==> src/rtl/clkgen_pkg.sv <==
package clkgen_pkg;

  // Sequencer states: parked (held or just reset), gap, high phase, low phase
  typedef enum logic [1:0] {
    ST_PARK = 2'd0,
    ST_GAP  = 2'd1,
    ST_HI   = 2'd2,
    ST_LO   = 2'd3
  } seq_state_t;

endpackage

==> src/rtl/clkgen_step_sync.sv <==
module clkgen_step_sync #(
  parameter int SYNC_STAGES = 2
) (
  input  logic clk,
  input  logic rst_n,
  input  logic step_in,
  input  logic hold,
  input  logic take,
  output logic pend_o,
  output logic edge_o
);

  localparam int SHW = SYNC_STAGES + 1;

  logic [SHW-1:0] sh_q;
  logic           pend_q;
  logic           step_edge;

  always_ff @(posedge clk or negedge rst_n) begin
    if (!rst_n) sh_q <= '0;
    else        sh_q <= {sh_q[SHW-2:0], step_in};
  end

  assign step_edge = sh_q[SYNC_STAGES-1] & ~sh_q[SYNC_STAGES];

  // One pending step; discarded whenever the clocks run free
  always_ff @(posedge clk or negedge rst_n) begin
    if (!rst_n)     pend_q <= 1'b0;
    else if (!hold) pend_q <= 1'b0;
    else            pend_q <= (pend_q & ~take) | step_edge;
  end

  assign pend_o = pend_q;
  assign edge_o = step_edge;


  idle_drop_chk: assert property (@(posedge clk) disable iff (!rst_n)
    !hold |=> !pend_o);


  take_clear_chk: assert property (@(posedge clk) disable iff (!rst_n)
    (take && !step_edge && hold) |=> !pend_o);

endmodule

==> src/rtl/clkgen_gap_timer.sv <==
module clkgen_gap_timer #(
  parameter int CW = 20
) (
  input  logic          clk,
  input  logic          rst_n,
  input  logic          load,
  input  logic [CW-1:0] load_val,
  output logic          expire
);

  logic [CW-1:0] cnt_q;

  always_ff @(posedge clk or negedge rst_n) begin
    if (!rst_n)              cnt_q <= '0;
    else if (load)           cnt_q <= load_val;
    else if (cnt_q != '0)    cnt_q <= cnt_q - CW'(1);
  end

  assign expire = (cnt_q <= CW'(1));


  gap_load_chk: assert property (@(posedge clk) disable iff (!rst_n)
    (load && load_val >= CW'(2)) |=> !expire);

endmodule

==> src/rtl/clkgen_phase_seq.sv <==
module clkgen_phase_seq
  import clkgen_pkg::*;
#(
  parameter int CW = 20
) (
  input  logic          clk,
  input  logic          rst_n,
  input  logic          hold,
  input  logic          pend,
  input  logic [CW-1:0] gap_val,
  input  logic          expire,
  output logic          load,
  output logic          take,
  output logic          ph1,
  output logic          ph2
);

  seq_state_t state_q, nxt;
  logic       gap_zero;
  logic       pulse_start;
  logic       ph1_q, ph2_q;

  assign gap_zero = (gap_val == '0);

  always_comb begin
    nxt  = state_q;
    load = 1'b0;
    take = 1'b0;
    unique case (state_q)
      ST_PARK: begin
        if (!hold) begin
          if (gap_zero) nxt = ST_HI;
          else begin nxt = ST_GAP; load = 1'b1; end
        end else if (pend) begin
          nxt  = ST_HI;
          take = 1'b1;
        end
      end
      ST_HI: nxt = ST_LO;
      ST_LO: begin
        if (hold)          nxt = ST_PARK;
        else if (gap_zero) nxt = ST_HI;
        else begin nxt = ST_GAP; load = 1'b1; end
      end
      ST_GAP: begin
        if (hold)        nxt = ST_PARK;
        else if (expire) nxt = ST_HI;
      end
      default: nxt = ST_PARK;
    endcase
  end

  assign pulse_start = (nxt == ST_HI) && (state_q != ST_HI);

  always_ff @(posedge clk or negedge rst_n) begin
    if (!rst_n) begin
      state_q <= ST_PARK;
      ph1_q   <= 1'b0;
      ph2_q   <= 1'b0;
    end else begin
      state_q <= nxt;
      ph1_q   <= pulse_start;
      ph2_q   <= (nxt == ST_LO);
    end
  end

  assign ph1 = ph1_q;
  assign ph2 = ph2_q;


  ph_excl_chk: assert property (@(posedge clk) disable iff (!rst_n)
    !(ph1_q && ph2_q));


  ph2_follow_chk: assert property (@(posedge clk) disable iff (!rst_n)
    ph1_q |=> (ph2_q && !ph1_q));


  park_quiet_chk: assert property (@(posedge clk) disable iff (!rst_n)
    (state_q == ST_PARK && hold && !pend) |=> (!ph1_q && !ph2_q));


  gap_quiet_chk: assert property (@(posedge clk) disable iff (!rst_n)
    (state_q == ST_GAP && !expire) |=> !ph1_q);


  always @(posedge clk) begin
    if (!rst_n) reset_quiet_chk: assert (!ph1_q && !ph2_q);
  end

endmodule

==> src/rtl/twophase_clkgen.sv <==
module twophase_clkgen #(
  parameter int LIMIT_W     = 20,
  parameter int SYNC_STAGES = 2
) (
  input  logic               clk_base,
  input  logic               rst_n,
  input  logic               hold_req,
  input  logic               step_req,
  input  logic [LIMIT_W-1:0] gap_limit,
  output logic               clk_ph1,
  output logic               clk_ph2
);

  // Effective gap: the low bit carries no weight
  function automatic logic [LIMIT_W-1:0] even_gap(input logic [LIMIT_W-1:0] lim);
    return {lim[LIMIT_W-1:1], 1'b0};
  endfunction

  logic [LIMIT_W-1:0] gap_eff;
  logic               step_pend;
  logic               step_edge;
  logic               step_take;
  logic               gap_load;
  logic               gap_expire;

  assign gap_eff = even_gap(gap_limit);

  clkgen_step_sync #(.SYNC_STAGES(SYNC_STAGES)) u_step (
    .clk     (clk_base),
    .rst_n   (rst_n),
    .step_in (step_req),
    .hold    (hold_req),
    .take    (step_take),
    .pend_o  (step_pend),
    .edge_o  (step_edge)
  );

  clkgen_gap_timer #(.CW(LIMIT_W)) u_gap (
    .clk      (clk_base),
    .rst_n    (rst_n),
    .load     (gap_load),
    .load_val (gap_eff),
    .expire   (gap_expire)
  );

  clkgen_phase_seq #(.CW(LIMIT_W)) u_seq (
    .clk     (clk_base),
    .rst_n   (rst_n),
    .hold    (hold_req),
    .pend    (step_pend),
    .gap_val (gap_eff),
    .expire  (gap_expire),
    .load    (gap_load),
    .take    (step_take),
    .ph1     (clk_ph1),
    .ph2     (clk_ph2)
  );


  low_bit_chk: assert property (@(posedge clk_base) disable iff (!rst_n)
    gap_load |-> !gap_eff[0]);


  queued_step_chk: assert property (@(posedge clk_base) disable iff (!rst_n)
    (step_edge && hold_req && clk_ph1) |=> step_pend);

endmodule

==> config.mk <==
export PLATFORM = sky130hd
export DESIGN_NAME = twophase_clkgen
export DESIGN_NICKNAME = d
export VERILOG_FILES = /design/src/rtl/clkgen_pkg.sv /design/src/rtl/clkgen_step_sync.sv /design/src/rtl/clkgen_gap_timer.sv /design/src/rtl/clkgen_phase_seq.sv /design/src/rtl/twophase_clkgen.sv
export SDC_FILE = /design/constraint.sdc
export NUM_CORES = 1
export LEC_CHECK = 0
export ABC_AREA = 1
export BUFFER_PORTS_ARGS = -buffer_cell sky130_fd_sc_hd__buf_4
export CAP_MARGIN = 5
export CELL_PAD_IN_SITES_DETAIL_PLACEMENT = 1
export CELL_PAD_IN_SITES_GLOBAL_PLACEMENT = 2
export CORE_MARGIN = 1
export CORE_UTILIZATION = 35
export CTS_CLUSTER_DIAMETER = 200
export DETAILED_ROUTE_END_ITERATION = 10
export PLACE_DENSITY = 0.86
export RECOVER_POWER = 25
export SYNTH_ARGS = -nofsm -noshare
export SYNTH_HDL_FRONTEND = slang
export SYNTH_SLANG_ARGS = --single-unit
export TNS_END_PERCENT = 50
==> constraint.sdc <==
create_clock -name clk_base -period 5 [get_ports clk_base]
set_clock_uncertainty 0.1 [all_clocks]
set_input_delay 0.25 -clock clk_base [delete_from_list [all_inputs] [get_ports clk_base]]
set_output_delay 0.25 -clock clk_base [all_outputs]
set_load 0.005 [all_outputs]
; Word level (Yosys, flattened, before mapping)
; Cells that the tools add are included.
; W data, S select, Z words.
[totals]
wordCells = 41
ff_bits = 28
out_inout_bits = 2
[classes]
n_addsub = 1
magnitude_cmp = 1
muxes = 16
n_eq_ne = 6
n_reduce_logical = 6
n_bitwise = 5
[ops]
columns = operator, count
row1 = $mux W20, 2
row2 = $le A20 B1 Y1 const B, 1
row3 = $logic_not A20 Y1, 1
row4 = $reduce_bool A20 Y1, 1
row5 = $sub A20 B1 Y20 const B, 1
row6 = $mux W2, 6
row7 = $eq A2 B2 Y1 const B, 4
row8 = $pmux W2 S4, 1
row9 = $mux W1, 7
row10 = $and A1 B1 Y1, 2
row11 = $eq A2 B1 Y1 const B, 1
row12 = $logic_not A2 Y1, 1
row13 = $ne A2 B2 Y1 const B, 1
row14 = $not A1 Y1, 2
row15 = $reduce_bool A2 Y1, 1
row16 = $reduce_or A2 Y1, 1
row17 = $logic_and A1 B1 Y1, 1
row18 = $or A1 B1 Y1, 1

; Depth between registers and ports, before layout
[depth]
word_depth = 7
mapped_depth = 10
ltp_nobuf = 10

; Modules after synthesis
; A second synthesis with hierarchy kept.
[hier_totals]
hier_cells = 288
area_unflattened_um2 = 2052.0
[by_module_without_submodules]
columns = module, area_each_um2, cells_each, n_inst
row1 = clkgen_gap_timer, 1541.5, 221, 1
row2 = clkgen_phase_seq, 372.9, 55, 1
row3 = clkgen_step_sync, 133.9, 11, 1
row4 = twophase_clkgen, 3.8, 1, 1

; Worst setup path before layout
; OpenSTA, ideal clock, no wires.
[synth_timing]
kind = register to register
startpoint = register u_gap.cnt_q[0]
endpoint = register u_seq.ph1_q (netlist: u_seq.ph1)
period_less_slack_ps = 1597
path_stages_with_launch = 11
t_arrival_ps = 1429
path_buffers = 0
slack_ps = 3403
path_cell_list = dfrtp_1 -> inv_1 -> ha_1 -> nand2_2 -> nor2_4 -> nand3_2 -> nand3_1 -> nand3_1 -> nand2_2 -> nand2_1 -> nor2_2
[synth_between]
elab_chain_cells = 6
[synth_rtl]
columns = element, line
row1 = "start, declared", clkgen_gap_timer.sv:11  ; logic [CW-1:0] cnt_q;
row2 = "start signal, assigned", clkgen_gap_timer.sv:15  ; else if (load) cnt_q <= load_val;
row3 = "start signal, assigned", clkgen_gap_timer.sv:16  ; else if (cnt_q != '0) cnt_q <= cnt_q - CW'(1);
row4 = $le A20 B1 Y1, clkgen_gap_timer.sv:19  ; assign expire = (cnt_q <= CW'(1));
row5 = $mux W2, clkgen_phase_seq.sv:47  ; else if (expire) nxt = ST_HI;
row6 = $mux W2, clkgen_phase_seq.sv:46  ; if (hold) nxt = ST_PARK;
row7 = $pmux W2 S4, clkgen_phase_seq.sv:29  ; unique case (state_q)
row8 = $eq A2 B2 Y1, clkgen_phase_seq.sv:53  ; assign pulse_start = (nxt == ST_HI) && (state_q != ST_HI);
row9 = $logic_and A1 B1 Y1, clkgen_phase_seq.sv:53
row10 = net u_seq.pulse_start, clkgen_phase_seq.sv:20  ; logic pulse_start;
row11 = "end signal, assigned", clkgen_phase_seq.sv:62  ; ph1_q <= pulse_start;
row12 = "end, declared", clkgen_phase_seq.sv:21  ; logic ph1_q, ph2_q;
; The timed path passes the listed nets, and every way through them passes these cells.
; A chain may end at the register's enable or synchronous reset.

; Worst setup path after layout
; Same ends and word-level chain as after synthesis.

==> metrics.cfg <==
[status]
status = finished, violations left
violations = capacitance limit, slew limit

[synth]
seq_area_frac_synth = 0.388
synthAdderAreaFrac = 0.0485
synth.top_cell.area_share = 0.388
synth_area_leaders = dfrtp_1 (39%), nand2_1 (13%), nor2_1 (8.1%), inv_1 (5.0%), ha_1 (4.9%)
async_flop_share = 1.00
synth_xor_area_frac = 0.0631
muxShareOfSynthArea = 0
ys_dominant_reg_cell = dfrtp_1
syn_avg_cell_area_um2 = 7.62
ys_top_cells_by_count = nand2_1 (62), nor2_1 (39), dfrtp_1 (28)
synth_nets = 268
synth_warnings = 0
netlist_instances = 237
synth_area_um2 = 1810
yosysTopAreaCell = dfrtp_1
synth_edf_count = 0
ys_types = 32
synth-simple-area-share = 0.381
synth-seq-cells = 28
synth_top_family_by_area = simple AND/OR/NAND/NOR gates
synth-compound-area-share = 0.0534
synth.most_common_cell = nand2_1

[grt]
grt-ovfl-total = 0
antenna_found_initial = 0
grt.total_usage = 0.187
grt_max_degree = 29
grt_pass1_wl_mm = 7.61
grt_pass1_vias = 1688

[final_layout]
stdcell_count = 332
antenna_cells = 0
synthToLayoutAreaGrowth_pct = 18.4
layout-drive-gt1-share = 0.185
fill_cells = 623
nNetsFinal = 297

[critical_path]
start_kind = register
r2r-start = u_gap.cnt_q[0]
cpLargestDelayFamily = simple AND/OR/NAND/NOR gates
path_max_fanout = 6
reg2reg_to = u_seq.ph1
critPathSlowestCell = dfrtp_1
crit_chain = inv_1, ha_1, nand2_2, nor2_4, nand3_2, nand3_1, nand3_1, nand2_2, nand2_1, nor2_2
slowest_delay_ns = 0.47
crit_type = register to register
r2r_cells = 10
cp-startpoint = u_gap.cnt_q[0]
worst-r2r-setup-slack_ns = 3.08
crit_path_end_kind = register
cp.arrival_ns = 2.04
crit_buf_inv = 1
worstPathRequired_ns = 5.12

[clocking]
clock-root-buffer = clkbuf_8
cts_sinks = 28
insertion_delay_ns = 0.28
ctsResizeCount = 0
cts_tree = yes
clk_pin_slew_ns = 0.10
clockBufferDepth = 2
cts_made_buffers = 3
cts_max_level = 1

[place]
place_hpwl_mm = 3.40
placed_cells = 326
place_congestion = 0.748
io_buffers = 24

[floorplanning]
die_area_um2 = 5450
core-area_um2 = 4850
rows = 25
io_pins = 26
fp.dieH_um = 73.8
start_util = 0.372
die_x_um = 73.8

[power]
switching_power_w = 0.000525
intPower_w = 0.000658
clkPwrFrac = 0.152
irDropWorstVdd_uv = 189
seqPwrFrac = 0.368
pwr-share-comb = 0.480
swShare = 0.444
power_density_nw_per_um2 = 554
power_leakage_nw = 1.06

[timing]
hold_viol = 0
period_needed_ns = 1.92
max_freq_mhz = 522
rsz0062_at_grt = false
setup_violations = 0
setup_tns_ns = 0
finalMaxSlewViolations = 29
layout_worst_path_cycle_share = 0.383
tightest_slew_ns = 1.58
slew_headroom = -0.0517

[worst_hold_path]
holdCritStartpoint = gap_limit[19]
hold_end = u_gap.cnt_q[19]
hold_path_depth = 3
hold_path_class = input pin to register

[route]
viasPerCell = 4.74
via_count = 1573
postRouteAntennaNets = 0
drtIter0Drc = 47
dr.pass1.iters = 4
drt_drc_violations_left = 0
wl_per_cell_um = 13.3
wl_mm = 4.42

[job]
maxCapViolations = 1

## tightest hold or removal path, cell delays in order
cell and delay, ns:
buf_4 0.08, nand2_1 0.04, nand2_1 0.05
## power groups by stage
stage	sequential (W)	combinational, W	clock [W]
2_1_floorplan	0.000412	0.000455	0
3_3_place_gp	0.000437	0.000562	0
3_5_place_dp	0.000438	0.000579	0
4_1_cts	0.000437	0.000584	0.000186
5_1_grt	0.000451	0.000668	0.000194
6_report	0.000436	0.000568	0.000180
## per-stage QoR
stage	utilization	setup slack [ns]	power [W]	cell area [um2]	hold WS, ns
final	0.441	3.08	0.00118	2140	0.0715
after global routing	0.441	2.67	0.00131	2140	0.0757
after CTS	0.442	3.05	0.00121	2140	0.0674
after detailed placement	0.423	3.08	0.00102	2050	0.0981
after global placement	0.423	3.11	0.00100	2050	0.100
after floorplan	-	3.40	0.000868	1810	-0.146
## how the worst max path moves through the flow
stage,endpoint,slack (ns),cells past startpoint
2_1_floorplan,u_seq.ph1,3.40,10
3_3_place_gp,u_seq.ph1,3.11,10
3_5_place_dp,u_seq.ph1,3.08,10
4_1_cts,u_seq.ph1,3.05,10
5_1_grt,u_gap.cnt_q[16],2.67,2
6_report,u_seq.ph1,3.08,10
## cell usage in the layout (no fill, tap or decap), types with 2 or more instances in the layout
| cell type | count |
|---|---|
| nand2_1 | 62 |
| nor2_1 | 39 |
| dfrtp_1 | 28 |
| inv_1 | 24 |
| buf_4 | 22 |
| nand3_1 | 17 |
| xor2_1 | 7 |
| o21ai_0 | 7 |
| ha_1 | 7 |
| xnor2_1 | 6 |
| nand2_2 | 5 |
| nor2_2 | 5 |
| nor2_4 | 4 |
| o21ai_1 | 3 |
| clkbuf_8 | 3 |
| nand3b_1 | 2 |
| nand3_2 | 2 |
| a21oi_1 | 2 |
| nand4_1 | 2 |
| dlygate4sd3_1 | 2 |
## sequential cells by signal, indices dropped and copies added, names as in the netlist
| signal | flops |
|---|---|
| u_step.pend_o | 1 |
| u_gap.cnt_q | 20 |
| u_step.sh_q | 3 |
| u_seq.ph2 | 1 |
| u_seq.ph1 | 1 |
| u_seq.state_q | 2 |
## logic make-up (layout without fill, tap and decap cells)
kind of cell | after synthesis | count (layout)
xor gates and xnor gates | 13 | 13
adders and majority gates | 7 | 7
AOI/OAI and AO/OA | 17 | 17
DFF | 28 | 28
and+or+nand+nor | 144 | 144
buffers and inverters | 28 | 56
## layer usage
layer  global-route usage  vias to the layer above  share of wire
met3               0.0370                        2          0.023
met5                    0                        -              0
met2                0.335                       19           0.51
met1                0.238                      756           0.46
met4               0.0214                        0         0.0032
li1                     -                      796              -
## final cells by class
class                   instances  area [um2]  share of cell area
clock buffers                   3        41.3              0.0193
repair buffers                 26         196              0.0919
inverters                      26         100              0.0468
multi-input cells             181         986               0.461
flip-flops and latches         28         701               0.328
clock inverters                 1        30.0              0.0140
well taps                      67        83.8              0.0392
## what timing repair did
| action | CTS | global route |
|---|---|---|
| endpoints found under the hold margin | 29 | 0 |
| hold buffers | 2 | 0 |
| setup buffers | 0 | 0 |
Power figures use the tool's default switching activity.
